<file path="config.mk">
export PLATFORM = sky130hd
export DESIGN_NAME = i2c_cfg_target
export DESIGN_NICKNAME = d
export VERILOG_FILES = /design/src/rtl/i2c_cfg_pkg.sv /design/src/rtl/i2c_line_sync.sv /design/src/rtl/i2c_cfg_bank.sv /design/src/rtl/i2c_cfg_target.sv
export SDC_FILE = /design/constraint.sdc
export NUM_CORES = 1
export LEC_CHECK = 0
export BUFFER_PORTS_ARGS = -buffer_cell sky130_fd_sc_hd__buf_2
export CAP_MARGIN = 20
export CORE_AREA = 2 2 77 135
export DETAILED_ROUTE_END_ITERATION = 10
export DIE_AREA = 0 0 79 137
export GPL_TIMING_DRIVEN = 0
export PLACE_DENSITY_LB_ADDON = 0.08
export SLEW_MARGIN = 20
export SYNTH_ARGS = -nofsm -noshare
export SYNTH_HDL_FRONTEND = slang
export SYNTH_SLANG_ARGS = --single-unit
export TNS_END_PERCENT = 10
</file>
<file path="constraint.sdc">
create_clock -name clk -period 2.9 [get_ports clk]
set_clock_uncertainty 0.2 [all_clocks]
set_input_delay 0.58 -clock clk [delete_from_list [all_inputs] [get_ports clk]]
set_output_delay 0.58 -clock clk [all_outputs]
set_load 0.01 [all_outputs]
</file>
<file path="src/rtl/i2c_cfg_pkg.sv">
package i2c_cfg_pkg;
    typedef enum logic [2:0] {
        S_IDLE,
        S_RX,
        S_ACK,
        S_TX,
        S_TXACK,
        S_SKIP
    } bus_st_e;

    typedef enum logic [1:0] {
        K_DEV,
        K_REG,
        K_DATA
    } rx_kind_e;
endpackage

</file>
<file path="src/rtl/i2c_line_sync.sv">
module i2c_line_sync #(
    parameter int STAGES = 2
) (
    input  logic clk,
    input  logic rst_n,
    input  logic scl_i,
    input  logic sda_i,
    output logic sda_s,
    output logic scl_rise,
    output logic scl_fall,
    output logic start_det,
    output logic stop_det
);
    localparam int W = STAGES + 1;

    logic [W-1:0] scl_sh_d, scl_sh_q;
    logic [W-1:0] sda_sh_d, sda_sh_q;
    logic scl_s, scl_p, sda_p;

    always_comb begin
        scl_sh_d = {scl_sh_q[W-2:0], scl_i};
        sda_sh_d = {sda_sh_q[W-2:0], sda_i};
    end

    always_ff @(posedge clk or negedge rst_n) begin
        if (!rst_n) begin
            scl_sh_q <= '1;
            sda_sh_q <= '1;
        end else begin
            scl_sh_q <= scl_sh_d;
            sda_sh_q <= sda_sh_d;
        end
    end

    assign scl_s     = scl_sh_q[STAGES-1];
    assign scl_p     = scl_sh_q[STAGES];
    assign sda_s     = sda_sh_q[STAGES-1];
    assign sda_p     = sda_sh_q[STAGES];
    assign scl_rise  = scl_s && !scl_p;
    assign scl_fall  = !scl_s && scl_p;
    assign start_det = scl_s && scl_p && sda_p && !sda_s;
    assign stop_det  = scl_s && scl_p && !sda_p && sda_s;
endmodule

</file>
<file path="src/rtl/i2c_cfg_bank.sv">
module i2c_cfg_bank #(
    parameter int NREG    = 11,
    parameter int WEN_IDX = 8,
    parameter int LOCK_LO = 5,
    parameter int LOCK_HI = 7,
    parameter int RSV_LO  = 9,
    localparam int AW     = $clog2(NREG)
) (
    input  logic          clk,
    input  logic          rst_n,
    input  logic          wr_en,
    input  logic [AW-1:0] waddr,
    input  logic [7:0]    wdata,
    input  logic [AW-1:0] raddr,
    output logic [7:0]    rdata
);
    logic [NREG-1:0][7:0] bank_d, bank_q;
    logic [NREG-1:0]      wok;

    // per-slot write permission: locked, reserved or open
    for (genvar g = 0; g < NREG; g++) begin : g_slot
        if (g >= LOCK_LO && g <= LOCK_HI) begin : g_lock
            assign wok[g] = bank_q[WEN_IDX][g];
            // a write to a locked slot leaves it unchanged
            p_lock_hold_r8: assert property (@(posedge clk) disable iff (!rst_n)
                (wr_en && waddr == AW'(g) && !bank_q[WEN_IDX][g]) |=> $stable(bank_q[g]));
        end else if (g >= RSV_LO) begin : g_rsv
            assign wok[g] = 1'b0;
        end else begin : g_open
            assign wok[g] = 1'b1;
        end
    end

    always_comb begin
        bank_d = bank_q;
        for (int i = 0; i < NREG; i++) begin
            if (wr_en && waddr == AW'(i) && wok[i]) bank_d[i] = wdata;
        end
        rdata = '0;
        if (raddr < AW'(NREG)) rdata = bank_q[raddr];
    end

    always_ff @(posedge clk or negedge rst_n) begin
        if (!rst_n) bank_q <= '0;
        else        bank_q <= bank_d;
    end

    // the enable register always takes the written byte
    p_commit_r2: assert property (@(posedge clk) disable iff (!rst_n)
        (wr_en && waddr == AW'(WEN_IDX)) |=> bank_q[WEN_IDX] == $past(wdata));
    // reserved slots read as zero
    p_rsv_zero_r9: assert property (@(posedge clk) disable iff (!rst_n)
        (raddr >= AW'(RSV_LO) && raddr < AW'(NREG)) |-> rdata == 8'h00);
endmodule

</file>
<file path="src/rtl/i2c_cfg_target.sv">
module i2c_cfg_target
    import i2c_cfg_pkg::*;
#(
    parameter logic [6:0] DEV_ADDR = 7'h28,
    parameter int NREG        = 11,
    parameter int SYNC_STAGES = 2
) (
    input  logic clk,
    input  logic rst_n,
    input  logic scl_i,
    input  logic sda_i,
    output logic sda_oe
);
    localparam int AW = $clog2(NREG);
    localparam logic [AW-1:0] LAST = AW'(NREG - 1);

    typedef struct packed {
        bus_st_e       st;
        rx_kind_e      kind;
        logic [3:0]    cnt;
        logic [7:0]    sh;
        logic [AW-1:0] ptr;
        logic          rd;
        logic          hack;
        logic          oe;
    } ctl_t;

    ctl_t c_d, c_q;
    logic sda_s, scl_rise, scl_fall, start_det, stop_det;
    logic wr_pulse;
    logic [7:0] rdata;
    logic [AW-1:0] ptr_nxt;

    i2c_line_sync #(.STAGES(SYNC_STAGES)) u_sync (
        .clk(clk), .rst_n(rst_n), .scl_i(scl_i), .sda_i(sda_i),
        .sda_s(sda_s), .scl_rise(scl_rise), .scl_fall(scl_fall),
        .start_det(start_det), .stop_det(stop_det)
    );

    i2c_cfg_bank #(.NREG(NREG)) u_bank (
        .clk(clk), .rst_n(rst_n), .wr_en(wr_pulse), .waddr(c_q.ptr),
        .wdata(c_q.sh), .raddr(c_q.ptr), .rdata(rdata)
    );

    assign ptr_nxt = (c_q.ptr == LAST) ? '0 : c_q.ptr + 1'b1;

    always_comb begin
        c_d      = c_q;
        wr_pulse = 1'b0;
        if (stop_det) begin
            c_d.st = S_IDLE;
            c_d.oe = 1'b0;
        end else if (start_det) begin
            c_d.st   = S_RX;
            c_d.kind = K_DEV;
            c_d.cnt  = '0;
            c_d.oe   = 1'b0;
        end else begin
            case (c_q.st)
                S_RX: begin
                    if (scl_rise && c_q.cnt < 4'd8) begin
                        c_d.sh  = {c_q.sh[6:0], sda_s};
                        c_d.cnt = c_q.cnt + 4'd1;
                    end else if (scl_fall && c_q.cnt == 4'd8) begin
                        c_d.cnt = '0;
                        c_d.oe  = 1'b1;
                        c_d.st  = S_ACK;
                        case (c_q.kind)
                            K_DEV: begin
                                if (c_q.sh[7:1] != DEV_ADDR) begin
                                    c_d.oe = 1'b0;
                                    c_d.st = S_SKIP;
                                end else begin
                                    c_d.rd = c_q.sh[0];
                                end
                            end
                            K_REG: c_d.ptr = (c_q.sh < 8'(NREG)) ? c_q.sh[AW-1:0] : '0;
                            default: begin
                                wr_pulse = 1'b1;
                                c_d.ptr  = ptr_nxt;
                            end
                        endcase
                    end
                end
                S_ACK: begin
                    if (scl_fall) begin
                        c_d.oe  = 1'b0;
                        c_d.cnt = '0;
                        if (c_q.kind == K_DEV && c_q.rd) begin
                            c_d.st = S_TX;
                            c_d.sh = rdata;
                            c_d.oe = ~rdata[7];
                        end else begin
                            c_d.st   = S_RX;
                            c_d.kind = (c_q.kind == K_DEV) ? K_REG : K_DATA;
                        end
                    end
                end
                S_TX: begin
                    if (scl_fall) begin
                        if (c_q.cnt == 4'd7) begin
                            c_d.st  = S_TXACK;
                            c_d.oe  = 1'b0;
                            c_d.ptr = ptr_nxt;
                        end else begin
                            c_d.sh  = {c_q.sh[6:0], 1'b0};
                            c_d.oe  = ~c_q.sh[6];
                            c_d.cnt = c_q.cnt + 4'd1;
                        end
                    end
                end
                S_TXACK: begin
                    if (scl_rise) begin
                        c_d.hack = ~sda_s;
                    end else if (scl_fall) begin
                        if (c_q.hack) begin
                            c_d.st  = S_TX;
                            c_d.cnt = '0;
                            c_d.sh  = rdata;
                            c_d.oe  = ~rdata[7];
                        end else begin
                            c_d.st = S_SKIP;
                        end
                    end
                end
                default: ;
            endcase
        end
    end

    always_ff @(posedge clk or negedge rst_n) begin
        if (!rst_n) begin
            c_q <= '{st: S_IDLE, kind: K_DEV, cnt: '0, sh: '0, ptr: '0,
                     rd: 1'b0, hack: 1'b0, oe: 1'b0};
        end else begin
            c_q <= c_d;
        end
    end

    assign sda_oe = c_q.oe;

    // a data byte written at the last slot leaves the pointer at zero
    p_ptr_wrap_r4: assert property (@(posedge clk) disable iff (!rst_n)
        (wr_pulse && c_q.ptr == LAST) |=> c_q.ptr == '0);
    // SDA is free after a STOP
    p_release_on_stop_r6: assert property (@(posedge clk) disable iff (!rst_n)
        stop_det |=> !sda_oe);
    // a foreign address byte is never acknowledged
    p_nack_foreign_r1: assert property (@(posedge clk) disable iff (!rst_n)
        (c_q.st == S_RX && c_q.kind == K_DEV && scl_fall && c_q.cnt == 4'd8
         && c_q.sh[7:1] != DEV_ADDR) |=> (!sda_oe && c_q.st == S_SKIP));
endmodule

</file>
### Word-level counts from Yosys, hierarchy flattened

Index checks and enable logic that the tools add are counted.

| storage, ports and cells | value |
|---|---|
| flip-flop bits (word level) | 102 |
| input bits | 4 |

| operators by class | value |
|---|---|
| add/subtract/negate cells | 2 |
| magnitude comparators | 4 |
| equal/unequal tests | 45 |
| multiplexer cells | 59 |
| bitwise gates (word level) | 7 |
| reductions and logical operators | 43 |

Operators by type and width:

| cell | count |
|---|---|
| $mux 12 | 4 |
| $pmux 12 s4 | 1 |
| $ne 4x4->1 const B | 9 |
| $bmux 8 s4 | 1 |
| $mux 8 | 4 |
| $mux 3 | 10 |
| $ne 2x2->1 const B | 13 |
| $reduce_and 8->1 | 3 |
| $logic_and 1x1->1 | 22 |
| $mux 1 | 21 |
| $eq 4x3->1 const B | 5 |
| $mux 4 | 5 |
| $ne 3x3->1 const B | 6 |
| $mux 17 | 1 |
| $mux 16 | 1 |
| $pmux 4 s2 | 2 |
| $eq 4x4->1 const B | 3 |
| $pmux 3 s4 | 1 |
| $reduce_and 11->1 | 1 |
| $mux 5 | 2 |
| $mux 9 | 1 |
| $reduce_and 9->1 | 1 |
| $add 4x1->4 const B | 2 |
| $eq 4x2->1 const B | 2 |
| 22 further kinds | 39 |

### Depth between registers and ports, before layout

| logic depth | value |
|---|---|
| depth after elaboration | 10 |
| depth in mapped cells | 8 |
| gate-level depth less buffers | 7 |

### Cells and area by module

A second synthesis with hierarchy kept.

| second synthesis, totals | value |
|---|---|
| cell total of the unflattened synthesis | 429 |
| area, all modules | 5360.1 µm² |

By module, submodules not included:

| module | times used | cells each | area an instance (µm²) | sequential area each (µm²) |
|---|---|---|---|---|
| i2c_cfg_bank | 1 | 228 | 3507.1 | 1801.7 |
| i2c_cfg_target | 1 | 191 | 1662.8 | 600.6 |
| i2c_line_sync | 1 | 10 | 190.2 | 157.7 |

### Worst setup path before layout

No wires, ideal clock.

| path | value |
|---|---|
| path type | register -> register |
| start | reg u_sync.scl_sh_q[2] |
| end | reg u_bank.bank_q[25] (netlist name) |
| library setup time | 0.128 ns |
| arrival time | 2.080 ns |
| required time | 2.572 ns |
| slack | 0.492 ns |
| cell stages (with the launch flop) | 7 |
| period minus slack after synthesis | 2.408 ns |
| path through | dfstp_2 > buf_2 > and4bb_2 > nand3_2 > nor4b_4 > nand2_4 > mux2_1 |

| on the way | value |
|---|---|
| longest elaborated chain between the ends | 8 |

Ends and longest elaborated chain:

| element | line | text |
|---|---|---|
| start, declared | i2c_line_sync.sv:16 | `logic [W-1:0] scl_sh_d, scl_sh_q;` |
| start signal, assigned | i2c_line_sync.sv:30 | `scl_sh_q <= scl_sh_d;` |
| $logic_and 1x1->1 / $logic_not 1->1 (equally long branches) | i2c_line_sync.sv:40, i2c_line_sync.sv:39 |  |
| $logic_and 1x1->1, on equally long branches | i2c_cfg_target.sv:64, i2c_line_sync.sv:39 |  |
| $mux 1 / $logic_and 1x1->1 (equally long branches) | i2c_cfg_target.sv:64, i2c_cfg_target.sv:61 |  |
| $mux 1 | i2c_cfg_target.sv:61 | `if (scl_rise && c_q.cnt < 4'd8) begin` |
| $mux 1 | i2c_cfg_target.sv:59 | `case (c_q.st)` |
| $mux 1 | i2c_cfg_target.sv:53 | `end else if (start_det) begin` |
| $mux 1 * | i2c_cfg_target.sv:50 | `if (stop_det) begin` |
| $logic_and 1x1->1 * | i2c_cfg_bank.sv:37 | `if (wr_en && waddr == AW'(i) && wok[i]) bank_d[i] = wdata;` |
| end signal, assigned | i2c_cfg_bank.sv:45 | `else bank_q <= bank_d;` |
| end, declared | i2c_cfg_bank.sv:17 | `logic [NREG-1:0][7:0] bank_d, bank_q;` |

Mark *: on every way between the ends. The rest lies on a longest branch, timed or not.
A chain may end at the register's enable or synchronous reset.

### Final worst setup path

Same ends and word-level chain as after synthesis.

==> flow_summary.json <==
{
  "outcome": "completed",
  "fill_cells": 812,
  "async_reset_ff_frac": 1.00,
  "detail_route.drc_violations": 0,
  "track_usage": 0.256,
  "critical_path_class": "register to register",
  "net-switching-power_mw": 1.13,
  "critPathLaunchType": "register",
  "cts-buffers-inserted": 9,
  "switching_power_as_a_share_of_total_power": 0.314,
  "floorplan.die_area_mm2": 0.0108,
  "grt_pass1_vias": 3782,
  "largest_fanout_of_any_net_on_the_critical_path": 10,
  "intPower_mw": 2.47,
  "totalWireLength_mm": 12.7,
  "synth_ff_type": "sky130_fd_sc_hd__dfrtp_1",
  "total_congestion_overflow_after_global_routing": 0,
  "p_clk_frac": 0.315,
  "timing.critical_path.slowest_stage_cell": "sky130_fd_sc_hd__nor4b_4",
  "cts.htree.levels": 3,
  "cp_data_arrival_time_ps": 2810,
  "io-pin-count": 5,
  "final.hold.worst_slack_ps": 123,
  "first_iter_violations": 186,
  "grt_pass1_wl_mm": 20.3,
  "drive_above_1_share": 0.330,
  "largest_net_degree_at_the_start_of_global_routing": 84,
  "n_antenna_cell": 0,
  "placement.io_buffers": 4,
  "insertion_delay_ps": 350,
  "synthDistinctLibCells": 62,
  "most-common-layout-cells": "sky130_fd_sc_hd__dfrtp_1, sky130_fd_sc_hd__mux2_2, sky130_fd_sc_hd__nor2_1",
  "timing.final.max_slew_violations": 0,
  "ir_drop_v": 0.000340,
  "ys_seq_area_frac": 0.487,
  "unrepaired_setup_endpoints_after_global_routing": "false",
  "antenna_violating_nets_post_route": 0,
  "timing.slew.headroom": 0.437,
  "clkTransAtPathRegs_ps": 70,
  "die_y_um": 137,
  "finalCritPeriodShare": 0.961,
  "row_count": 48,
  "crit_buf_inv": 1,
  "combPwrFrac": 0.233,
  "post-route-util": 0.592,
  "power.static_leakage_nw": 2.71,
  "synth-edff-count": 0,
  "viasPerCell": 6.13,
  "largest_incremental_delay_on_the_critical_path_ps": 610,
  "achievable-frequency_mhz": 359,
  "fp.dieW_um": 79,
  "final-hold-violation-count": 0,
  "critical-path-top-delay-family": "simple AND/OR/NAND/NOR gates",
  "power.share.sequential": 0.452,
  "worstPathCellList": "buf_2 -> and4bb_2 -> nand3_2 -> nor4b_4 -> nand2_4 -> mux2_1",
  "power_per_cell_area_mw_per_mm2": 624,
  "number_of_synthesized_register_bits": 102,
  "critical_path_required_ps": 2930,
  "antenna_found_initial": 0,
  "setup_violations": 0,
  "start_util": 0.540,
  "detailedRoute.firstPassIterationCount": 4,
  "holdCritPathClass": "primary input to register",
  "cts_sinks": 102,
  "post_cts_buffers": 0,
  "clock_tree.buffer_depth": 2,
  "syn_inst": 424,
  "mostFrequentLayoutCell": "sky130_fd_sc_hd__dfrtp_1",
  "route.vias.total": 3501,
  "place.gp.congestion": 0.980,
  "finish.net_count": 447,
  "post_synth.cell_area_avg_um2": 12.4,
  "place_hpwl_mm": 8.98,
  "worst_slew_pin_slew_ps": 842,
  "design.core.area_mm2": 0.00973,
  "yosysWarningCount": 0,
  "synthesis.area_mm2": 0.00526,
  "period_needed_ps": 2790,
  "tritoncts": "built",
  "element_type_at_the_critical_path_end": "register",
  "fin_setup_tns_ps": 0,
  "areaGrowthSynthToFinish_pct": 9.64,
  "drt-wirelength-per-cell_um": 22.3,
  "cap_viol_max_count": 0,
  "clockRootBuffer": "sky130_fd_sc_hd__clkbuf_16",
  "synth_fp_nets": 430
}
-- metal layers --
metal  GRT usage  share of wire
met1       0.280           0.38
met2       0.478           0.56
met3      0.0383          0.024
met4       0.117          0.034
met5           0              0
-- area by class of cell --
cell class              instances  area (µm²)  area share
flip-flops and latches        102        2560       0.444
inverters                       4        15.0     0.00260
clock inverters                 5        33.8     0.00586
well taps                     125         156      0.0271
plain buffers                  32         148      0.0256
clock buffers                  11         243      0.0421
repair buffers                  6        63.8      0.0111
multi-input cells             286        2540       0.442
-- through the flow --
| step | power, mW | instances | instance area (µm²) | setup slack, ps |
|---|---|---|---|---|
| 6_report | 3.59 | 571 | 5760 | 113 |
| 5_1_grt | 3.77 | 571 | 5760 | 10.8 |
| 4_1_cts | 3.61 | 571 | 5760 | 48.0 |
| 3_5_place_dp | 2.48 | 554 | 5470 | 55.3 |
| 3_3_place_gp | 2.45 | 553 | 5430 | -267 |
| 2_1_floorplan | 2.21 | 424 | 5260 | 492 |
-- worst paths after layout --
kind / from / endpoint / slack (ps) / cells after the start
worst max-delay path: u_sync.scl_sh_q[2] / u_bank.bank_q[25] / 110 / 6
worst min-delay path: scl_i / u_sync.scl_sh_q[0] / 120 / 1
worst max register to register: u_sync.scl_sh_q[2] / u_bank.bank_q[25] / 110 / 6
worst min register to register: u_sync.scl_sh_q[0] / u_sync.scl_sh_q[1] / 160 / 0
max in group asynchronous: rst_n / u_sync.scl_sh_q[0] / 1370 / 3
min in group asynchronous: rst_n / c_q[22] / 430 / 2
-- power by group through the flow --
stage               Sequential (mW)  Combinational (mW)  Clock [mW]
global placement               1.65               0.804           0
CTS                            1.62               0.834        1.15
finish                         1.62               0.839        1.13
floorplan                      1.60               0.610           0
global route                   1.63               0.925        1.21
detailed placement             1.65               0.829           0
-- flip-flops by register name, indices dropped and copies added (netlist names) --
signal,count
u_sync.sda_sh_q,3
u_sync.scl_sh_q,3
u_bank.bank_q,72
c_q,23
sda_oe,1
-- cell families after synthesis --
kind of cell               count (synthesis)  share of synthesized area
buffers and inverters                     36                     0.0302
xor gates and xnor gates                   2                    0.00333
AOI/OAI and AO/OA                         61                     0.0831
and+or+nand+nor                          107                      0.126
adders and majority gates                  2                    0.00476
DFF                                      102                      0.487
muxes                                    114                      0.265
-- repair_timing --
item,CTS,global route
resized for setup,0,3
hold endpoints to repair,16,0
endpoints found under the setup margin,0,17
hold buffers,1,0
-- cell usage after synthesis, types with 5 or more instances --
cell type | count | area (µm²)
sky130_fd_sc_hd__a221o_1 | 6 | 60.1
sky130_fd_sc_hd__nand3_1 | 6 | 30.0
sky130_fd_sc_hd__clkbuf_1 | 19 | 71.3
sky130_fd_sc_hd__a22o_1 | 5 | 43.8
sky130_fd_sc_hd__buf_2 | 10 | 50.1
sky130_fd_sc_hd__mux2_1 | 8 | 90.1
sky130_fd_sc_hd__nor2b_1 | 7 | 43.8
sky130_fd_sc_hd__mux2_2 | 85 | 957
sky130_fd_sc_hd__mux2i_1 | 10 | 100
sky130_fd_sc_hd__nor3_1 | 12 | 60.1
sky130_fd_sc_hd__and3_1 | 13 | 81.3
sky130_fd_sc_hd__nand2_1 | 9 | 33.8
sky130_fd_sc_hd__dfrtp_1 | 96 | 2400
sky130_fd_sc_hd__a31oi_1 | 6 | 37.5
sky130_fd_sc_hd__o21ai_0 | 8 | 40.0
sky130_fd_sc_hd__a21oi_1 | 10 | 50.1
sky130_fd_sc_hd__dfstp_2 | 6 | 158
sky130_fd_sc_hd__mux4_2 | 11 | 248
sky130_fd_sc_hd__nor2_1 | 21 | 78.8
sky130_fd_sc_hd__nand2b_1 | 5 | 31.3
No activity file was read; power rests on OpenSTA's default activity.
